**src/rtl/alu8_pkg.sv**
```systemverilog
package alu8_pkg;

  typedef enum logic [3:0] {
    OP_ADD  = 4'd0,
    OP_ADC  = 4'd1,
    OP_SUB  = 4'd2,
    OP_SBB  = 4'd3,
    OP_CMP  = 4'd4,
    OP_AND  = 4'd5,
    OP_OR   = 4'd6,
    OP_XOR  = 4'd7,
    OP_TEST = 4'd8,
    OP_NOT  = 4'd9,
    OP_NEG  = 4'd10
  } alu_op_e;

  typedef enum logic [1:0] {
    LG_AND = 2'd0,
    LG_OR  = 2'd1,
    LG_XOR = 2'd2,
    LG_INV = 2'd3
  } logic_sel_e;

  typedef struct packed {
    logic ovf;
    logic sign;
    logic zero;
    logic parity;
    logic carry;
  } alu_flags_t;

  // even number of ones in a byte -> 1
  function automatic logic even_ones(input logic [7:0] v);
    return ~(^v);
  endfunction

endpackage

```
**src/rtl/alu8_addsub.sv**
```systemverilog
module alu8_addsub #(
  parameter int W = 8
) (
  input  logic [W-1:0] a,
  input  logic [W-1:0] b,
  input  logic         cin,
  input  logic         do_sub,
  output logic [W-1:0] res,
  output logic         carry,
  output logic         ovf
);
  localparam int MSB = W - 1;

  logic [W-1:0] b_eff;
  logic         c_eff;
  logic         c_out;

  // subtraction is a + ~b + ~borrow_in; carry-out low means a borrow
  always_comb begin
    b_eff        = do_sub ? ~b : b;
    c_eff        = do_sub ? ~cin : cin;
    {c_out, res} = {1'b0, a} + {1'b0, b_eff} + {{W{1'b0}}, c_eff};
    carry        = do_sub ? ~c_out : c_out;
    ovf          = (a[MSB] == b_eff[MSB]) && (res[MSB] != a[MSB]);
  end

endmodule

```
**src/rtl/alu8_logic.sv**
```systemverilog
module alu8_logic
  import alu8_pkg::*;
#(
  parameter int W = 8
) (
  input  logic [W-1:0] a,
  input  logic [W-1:0] b,
  input  logic_sel_e   sel,
  output logic [W-1:0] res
);

  always_comb begin
    unique case (sel)
      LG_AND:  res = a & b;
      LG_OR:   res = a | b;
      LG_XOR:  res = a ^ b;
      default: res = ~a;
    endcase
  end

endmodule

```
**src/rtl/alu8_flagreg.sv**
```systemverilog
module alu8_flagreg
  import alu8_pkg::*;
(
  input  logic       clk,
  input  logic       rst_n,
  input  logic       upd,
  input  alu_flags_t nxt,
  output alu_flags_t q
);

  always_ff @(posedge clk or negedge rst_n) begin
    if (!rst_n)   q <= '0;
    else if (upd) q <= nxt;
  end

  // flags stay put on cycles without an update strobe
  p_flag_hold_r10: assert property (@(posedge clk) disable iff (!rst_n)
    !upd |=> $stable(q));

endmodule

```
**src/rtl/byte_flag_alu.sv**
```systemverilog
module byte_flag_alu
  import alu8_pkg::*;
#(
  parameter int W = 8
) (
  input  logic         clk,
  input  logic         rst_n,
  input  logic         in_valid,
  input  logic [3:0]   in_op,
  input  logic [W-1:0] in_dst,
  input  logic [W-1:0] in_src,
  input  logic         in_carry,
  output logic         out_valid,
  output logic [W-1:0] out_result,
  output logic         out_wr_en,
  output logic         flag_zero,
  output logic         flag_carry,
  output logic         flag_sign,
  output logic         flag_ovf,
  output logic         flag_parity
);
  localparam int MSB = W - 1;

  // operation decode, named for the assertions
  logic op_known, op_add, op_adc, op_sub, op_sbb, op_cmp;
  logic op_and, op_or, op_xor, op_test, op_not, op_neg;
  logic cls_arith, cls_logic, wants_write, wants_flags;

  always_comb begin
    op_known    = (in_op <= 4'(OP_NEG));
    op_add      = (in_op == OP_ADD);
    op_adc      = (in_op == OP_ADC);
    op_sub      = (in_op == OP_SUB);
    op_sbb      = (in_op == OP_SBB);
    op_cmp      = (in_op == OP_CMP);
    op_and      = (in_op == OP_AND);
    op_or       = (in_op == OP_OR);
    op_xor      = (in_op == OP_XOR);
    op_test     = (in_op == OP_TEST);
    op_not      = (in_op == OP_NOT);
    op_neg      = (in_op == OP_NEG);
    cls_arith   = op_add | op_adc | op_sub | op_sbb | op_cmp | op_neg;
    cls_logic   = op_and | op_or | op_xor | op_test;
    wants_write = op_known & ~op_cmp & ~op_test;
    wants_flags = op_known & ~op_not;
  end

  // adder/subtractor operands
  logic [W-1:0] as_a, as_b, as_res;
  logic         as_cin, as_sub, as_carry, as_ovf;

  always_comb begin
    as_a   = op_neg ? '0 : in_dst;
    as_b   = op_neg ? in_dst : in_src;
    as_cin = (op_adc | op_sbb) & in_carry;
    as_sub = op_sub | op_sbb | op_cmp | op_neg;
  end

  alu8_addsub #(.W(W)) u_addsub (
    .a      (as_a),
    .b      (as_b),
    .cin    (as_cin),
    .do_sub (as_sub),
    .res    (as_res),
    .carry  (as_carry),
    .ovf    (as_ovf)
  );

  logic_sel_e   lg_sel;
  logic [W-1:0] lg_res;

  always_comb begin
    if (op_or)       lg_sel = LG_OR;
    else if (op_xor) lg_sel = LG_XOR;
    else if (op_not) lg_sel = LG_INV;
    else             lg_sel = LG_AND;
  end

  alu8_logic #(.W(W)) u_logic (
    .a   (in_dst),
    .b   (in_src),
    .sel (lg_sel),
    .res (lg_res)
  );

  // result select and next flags
  logic [W-1:0] res_now;
  alu_flags_t   flags_nxt, flags_q;

  always_comb begin
    if (cls_arith)               res_now = as_res;
    else if (cls_logic | op_not) res_now = lg_res;
    else                         res_now = '0;
    flags_nxt.zero   = (res_now == '0);
    flags_nxt.sign   = res_now[MSB];
    flags_nxt.parity = even_ones(res_now[7:0]);
    flags_nxt.carry  = cls_arith & as_carry;
    flags_nxt.ovf    = cls_arith & as_ovf;
  end

  alu8_flagreg u_flags (
    .clk   (clk),
    .rst_n (rst_n),
    .upd   (in_valid & wants_flags),
    .nxt   (flags_nxt),
    .q     (flags_q)
  );

  // markers of what the last strobe did, used by the checks below
  logic upd_q, logic_q;

  always_ff @(posedge clk or negedge rst_n) begin
    if (!rst_n) begin
      out_valid  <= 1'b0;
      out_wr_en  <= 1'b0;
      out_result <= '0;
      upd_q      <= 1'b0;
      logic_q    <= 1'b0;
    end else begin
      out_valid <= in_valid;
      out_wr_en <= in_valid & wants_write;
      upd_q     <= in_valid & wants_flags;
      logic_q   <= in_valid & cls_logic;
      if (in_valid) out_result <= res_now;
    end
  end

  assign flag_zero   = flags_q.zero;
  assign flag_carry  = flags_q.carry;
  assign flag_sign   = flags_q.sign;
  assign flag_ovf    = flags_q.ovf;
  assign flag_parity = flags_q.parity;

  p_zero_r2: assert property (@(posedge clk) disable iff (!rst_n)
    upd_q |-> (flag_zero == (out_result == '0)));

  p_sign_r3: assert property (@(posedge clk) disable iff (!rst_n)
    upd_q |-> (flag_sign == out_result[MSB]));

  p_parity_r4: assert property (@(posedge clk) disable iff (!rst_n)
    upd_q |-> (flag_parity == ~(^out_result[7:0])));

  p_logic_clear_r5: assert property (@(posedge clk) disable iff (!rst_n)
    logic_q |-> (!flag_carry && !flag_ovf));

  p_not_keeps_r6: assert property (@(posedge clk) disable iff (!rst_n)
    (in_valid && in_op == OP_NOT) |=> $stable(flags_q));

  p_probe_nowr_r9: assert property (@(posedge clk) disable iff (!rst_n)
    (in_valid && (in_op == OP_CMP || in_op == OP_TEST)) |=> !out_wr_en);

  p_wr_needs_valid_r10: assert property (@(posedge clk) disable iff (!rst_n)
    out_wr_en |-> out_valid);

endmodule

```
**config.mk**
```make
export PLATFORM = sky130hd
export DESIGN_NAME = byte_flag_alu
export DESIGN_NICKNAME = d
export VERILOG_FILES = /design/src/rtl/alu8_pkg.sv /design/src/rtl/alu8_addsub.sv /design/src/rtl/alu8_logic.sv /design/src/rtl/alu8_flagreg.sv /design/src/rtl/byte_flag_alu.sv
export SDC_FILE = /design/constraint.sdc
export NUM_CORES = 1
export LEC_CHECK = 0
export ABC_AREA = 1
export BUFFER_PORTS_ARGS = -buffer_cell sky130_fd_sc_hd__buf_2
export CORE_ASPECT_RATIO = 0.8
export CORE_MARGIN = 4
export CORE_UTILIZATION = 50
export CTS_CLUSTER_SIZE = 40
export DETAILED_ROUTE_END_ITERATION = 16
export PLACE_DENSITY = 0.76
export SLEW_MARGIN = 10
export SYNTH_ARGS = -nofsm -noshare
export SYNTH_HDL_FRONTEND = slang
export SYNTH_SLANG_ARGS = --single-unit
export TNS_END_PERCENT = 50
```
**constraint.sdc**
```tcl
create_clock -name clk -period 0.8 [get_ports clk]
set_clock_uncertainty 0.05 [all_clocks]
set_input_delay 0.16 -clock clk [delete_from_list [all_inputs] [get_ports clk]]
set_output_delay 0.16 -clock clk [all_outputs]
set_load 0.03 [all_outputs]
```
==> run_results.csv <==
group,metric,value,unit
floorplan,die_y,64.7,microns
placement,dp_cells,488,
power,power_per_cell_area,1530,nW/um^2
worst_setup_path,r2r_slack,0.04,ns
cells_and_area,post-route-cell-area,3490,sq um
logic_synthesis,synthMuxAreaShare,0,%
global_routing,grt_pass1_wl,12600,microns
placement,dpl_worst_slack,-2.39,ns
status,violations,"negative setup slack",
floorplan,initial_core_util,52.4,%
logic_synthesis,synthXorXnorAreaFrac,6.55,%
global_routing,grt_pass1_vias,2723,
global_routing,grt_max_degree,16,
hold_path,hp-class,"input port to flip-flop",
clocking,cts_tree,"done",
global_routing,grt-ovfl-total,0,
sta,hold_viol_final,0,
clocking,cts.sinks,15,
sta,timing.final.crit_period,3.20,ns
clocking,cts_buffers,3,
worst_setup_path,crit_chain,"buf_8, nor2_4, nand3_4, buf_4, buf_4, buf_4, o21ai_0, xnor2_1, ha_1, inv_1, nand3_1, nand3_1, nand2_1, inv_1, ha_1, xor2_1, xnor2_1, o21ai_1",
worst_setup_path,rr_startpoint,"out_result[7]",
logic_synthesis,synth-compound-area-share,7.48,%
sta,final_max_slew_viol_count,0,
placement,place.gp.congestion,0.875,
logic_synthesis,synth-warning-count,0,
drt,drtPass1Iterations,7,
power,power.leakage,1.99,nW
worst_setup_path,start_kind,"input port",
status,status,"finished with violations",
sta,setup_ws,-2.40,ns
floorplan,die_w,78.8,microns
logic_synthesis,synth_cells,320,
cells_and_area,nets,509,
clocking,clockRootBuffer,"clkbuf_8",
drt,wl_per_cell,21.9,microns
worst_setup_path,critPathKind,"input port to flip-flop",
power,ir_drop,1310,uV
worst_setup_path,endpoint_kind,"flip-flop",
drt,vias_per_cell,6.27,
worst_setup_path,max_stage_delay,0.50,ns
worst_setup_path,worstPathMaxFanout,5,
cells_and_area,area_growth,74.1,%
worst_setup_path,reg2reg_to,"out_result[7]",
clocking,clk_pin_slew,0.07,ns
worst_setup_path,cp.arrival,3.29,ns
drt,drt_iter0_drc,516,
logic_synthesis,ys_ff_latch,15,
cells_and_area,final_cell_mix,"nand2_1, buf_4, inv_1",
logic_synthesis,synth.avg_cell_area,6.27,sq um
cells_and_area,diodes,0,
clocking,insertion_delay,0.25,ns
logic_synthesis,synth_top_family_by_area,"simple AND/OR/NAND/NOR gates",
worst_setup_path,cpMostUsedCell,"buf_4",
cells_and_area,final_common_cell,"nand2_1",
flow_run,drv_cap,0,
sta,setup_viol,29,
cells_and_area,drive_gt1_share,44.4,%
placement,hpwl,4930,microns
sta,tightestPinTransition,0.628,ns
placement,place_area,2900,sq um
floorplan,core,3830,sq um
placement,portBuffers,38,
drt,remaining_drc_errors,0,
clocking,cts_buffer_depth,2,
logic_synthesis,synth_nets,373,
sta,min_period_over_period,400,%
worst_setup_path,endpoint,"u_flags.q[1]",
floorplan,io_pins,39,
global_routing,grt_use_total,31.3,%
worst_setup_path,cp-startpoint,"in_op[2]",
drt,ant_nets,0,
cells_and_area,final_util,91.2,%
worst_setup_path,cp.required,0.89,ns
sta,fmax,312,MHz
cells_and_area,instances_no_fill,510,
logic_synthesis,synth_fa_ha_area_share,18.8,%
global_routing,antenna_found_initial,0,
drt,wirelength,11200,microns
floorplan,die_area,5100,sq um
sta,rsz0062_at_grt,"yes",
sta,slew_headroom,57.7,%
logic_synthesis,ys_seq_area_share,18.7,%
clocking,htreeDepth,1,
floorplan,rows,20,
drt,vias,3199,
logic_synthesis,ys_types,27,
logic_synthesis,synthSimpleGateAreaFrac,35.3,%
worst_setup_path,crit_slowest_cell,"o21ai_0",
worst_setup_path,r2r_cells,2,
logic_synthesis,synthesis.area,2010,sq um
==> how the worst min path moves through the flow <==
| stage | start | endpoint | slack [ns] | cells past startpoint |
|---|---|---|---|---|
| finish | in_valid | out_valid | 0.04 | 1 |
| global route | in_valid | out_valid | 0.03 | 1 |
| CTS | in_valid | out_valid | 0.03 | 1 |
| detailed placement | rst_n | out_wr_en | 0.02 | 1 |
| global placement | rst_n | out_result[0] | 0.02 | 1 |
| floorplan | rst_n | out_result[0] | -0.19 | 0 |
==> per-stage QoR <==
| step | total power, mW | hold WS (ns) | setup TNS [ns] |
|---|---|---|---|
| CTS | 4.51 | 0.0273 | -21.42 |
| global placement | 3.37 | 0.0218 | -22.65 |
| floorplan | 2.47 | -0.186 | -18.51 |
| detailed placement | 3.47 | 0.0236 | -23.98 |
| finish | 5.35 | 0.0382 | -24.99 |
| global route | 5.53 | 0.0306 | -25.94 |
==> sequential cells by signal, summed over array words and instances (netlist names) <==
signal,cells
out_valid,1
out_wr_en,1
out_result,8
u_flags.q,5
==> logic make-up after synthesis <==
| logic type | count (synthesis) |
|---|---|
| buffers and inverters | 68 |
| adder cells (fa/ha/maj) | 29 |
| XOR/XNOR | 15 |
| flip-flops | 15 |
| AO/OA/AOI/OAI | 29 |
| AND/OR/NAND/NOR | 164 |
==> worst max-delay path, delay by kind of cell <==
kind                     cells  cell delay (ns)
AND/OR/NAND/NOR              5             0.60
AO/OA/AOI/OAI                2             0.59
adder cells (fa/ha/maj)      2             0.66
XOR/XNOR                     3             0.61
buffers and inverters        6             0.67
==> routing by layer <==
metal / vias up / GRT usage [%] / share of wire [%]
met3: 144 / 5.14 / 13
met4: 0 / 10.9 / 11
met2: 366 / 58.4 / 43
li1: 1255 / - / -
met1: 1434 / 36.1 / 33
met5: - / 0 / 0
==> report_power, final <==
group | switching, mW | leakage, nW | internal (mW)
clock | 0.296 | 0.0228 | 0.354
combinational | 2.04 | 1.77 | 1.64
sequential | 0.127 | 0.195 | 0.898
==> final cells by class <==
type / instances / area [sq um]
multi-input cells: 237 / 1680
repair buffers: 135 / 1070
flip-flops and latches: 15 / 375
fillers: 150 / 335
inverters: 64 / 254
well taps: 55 / 68.8
clock buffers: 4 / 45.0
==> cells in the mapped netlist <==
master	count	area share (%)
inv_1	62	12
nor2_4	1	0.56
nand3b_2	1	0.56
nand3_4	1	0.87
buf_6	1	0.56
dfrtp_1	15	19
clkbuf_1	2	0.37
inv_2	1	0.19
o21ai_0	21	5.2
and2_1	1	0.31
nand3_2	2	1.0
nand2_1	117	22
a211oi_1	1	0.37
buf_2	1	0.25
fa_1	2	2.0
nand2_4	1	0.56
nand3_1	14	3.5
xor2_1	2	0.87
nor2_1	16	3.0
o21a_1	1	0.37
nand4_1	9	2.8
nor3_1	1	0.25
ha_1	27	17
clkinv_1	1	0.19
a21oi_1	5	1.2
o21ai_1	1	0.25
xnor2_1	13	5.7
==> repair_timing <==
action,CTS,global route
resized for setup,64,50
setup endpoints to repair,29,29
pin swaps,19,26
endpoints found under the hold margin,15,0
hold buffers,1,0
setup buffers,8,11
Power figures use the tool's default switching activity.
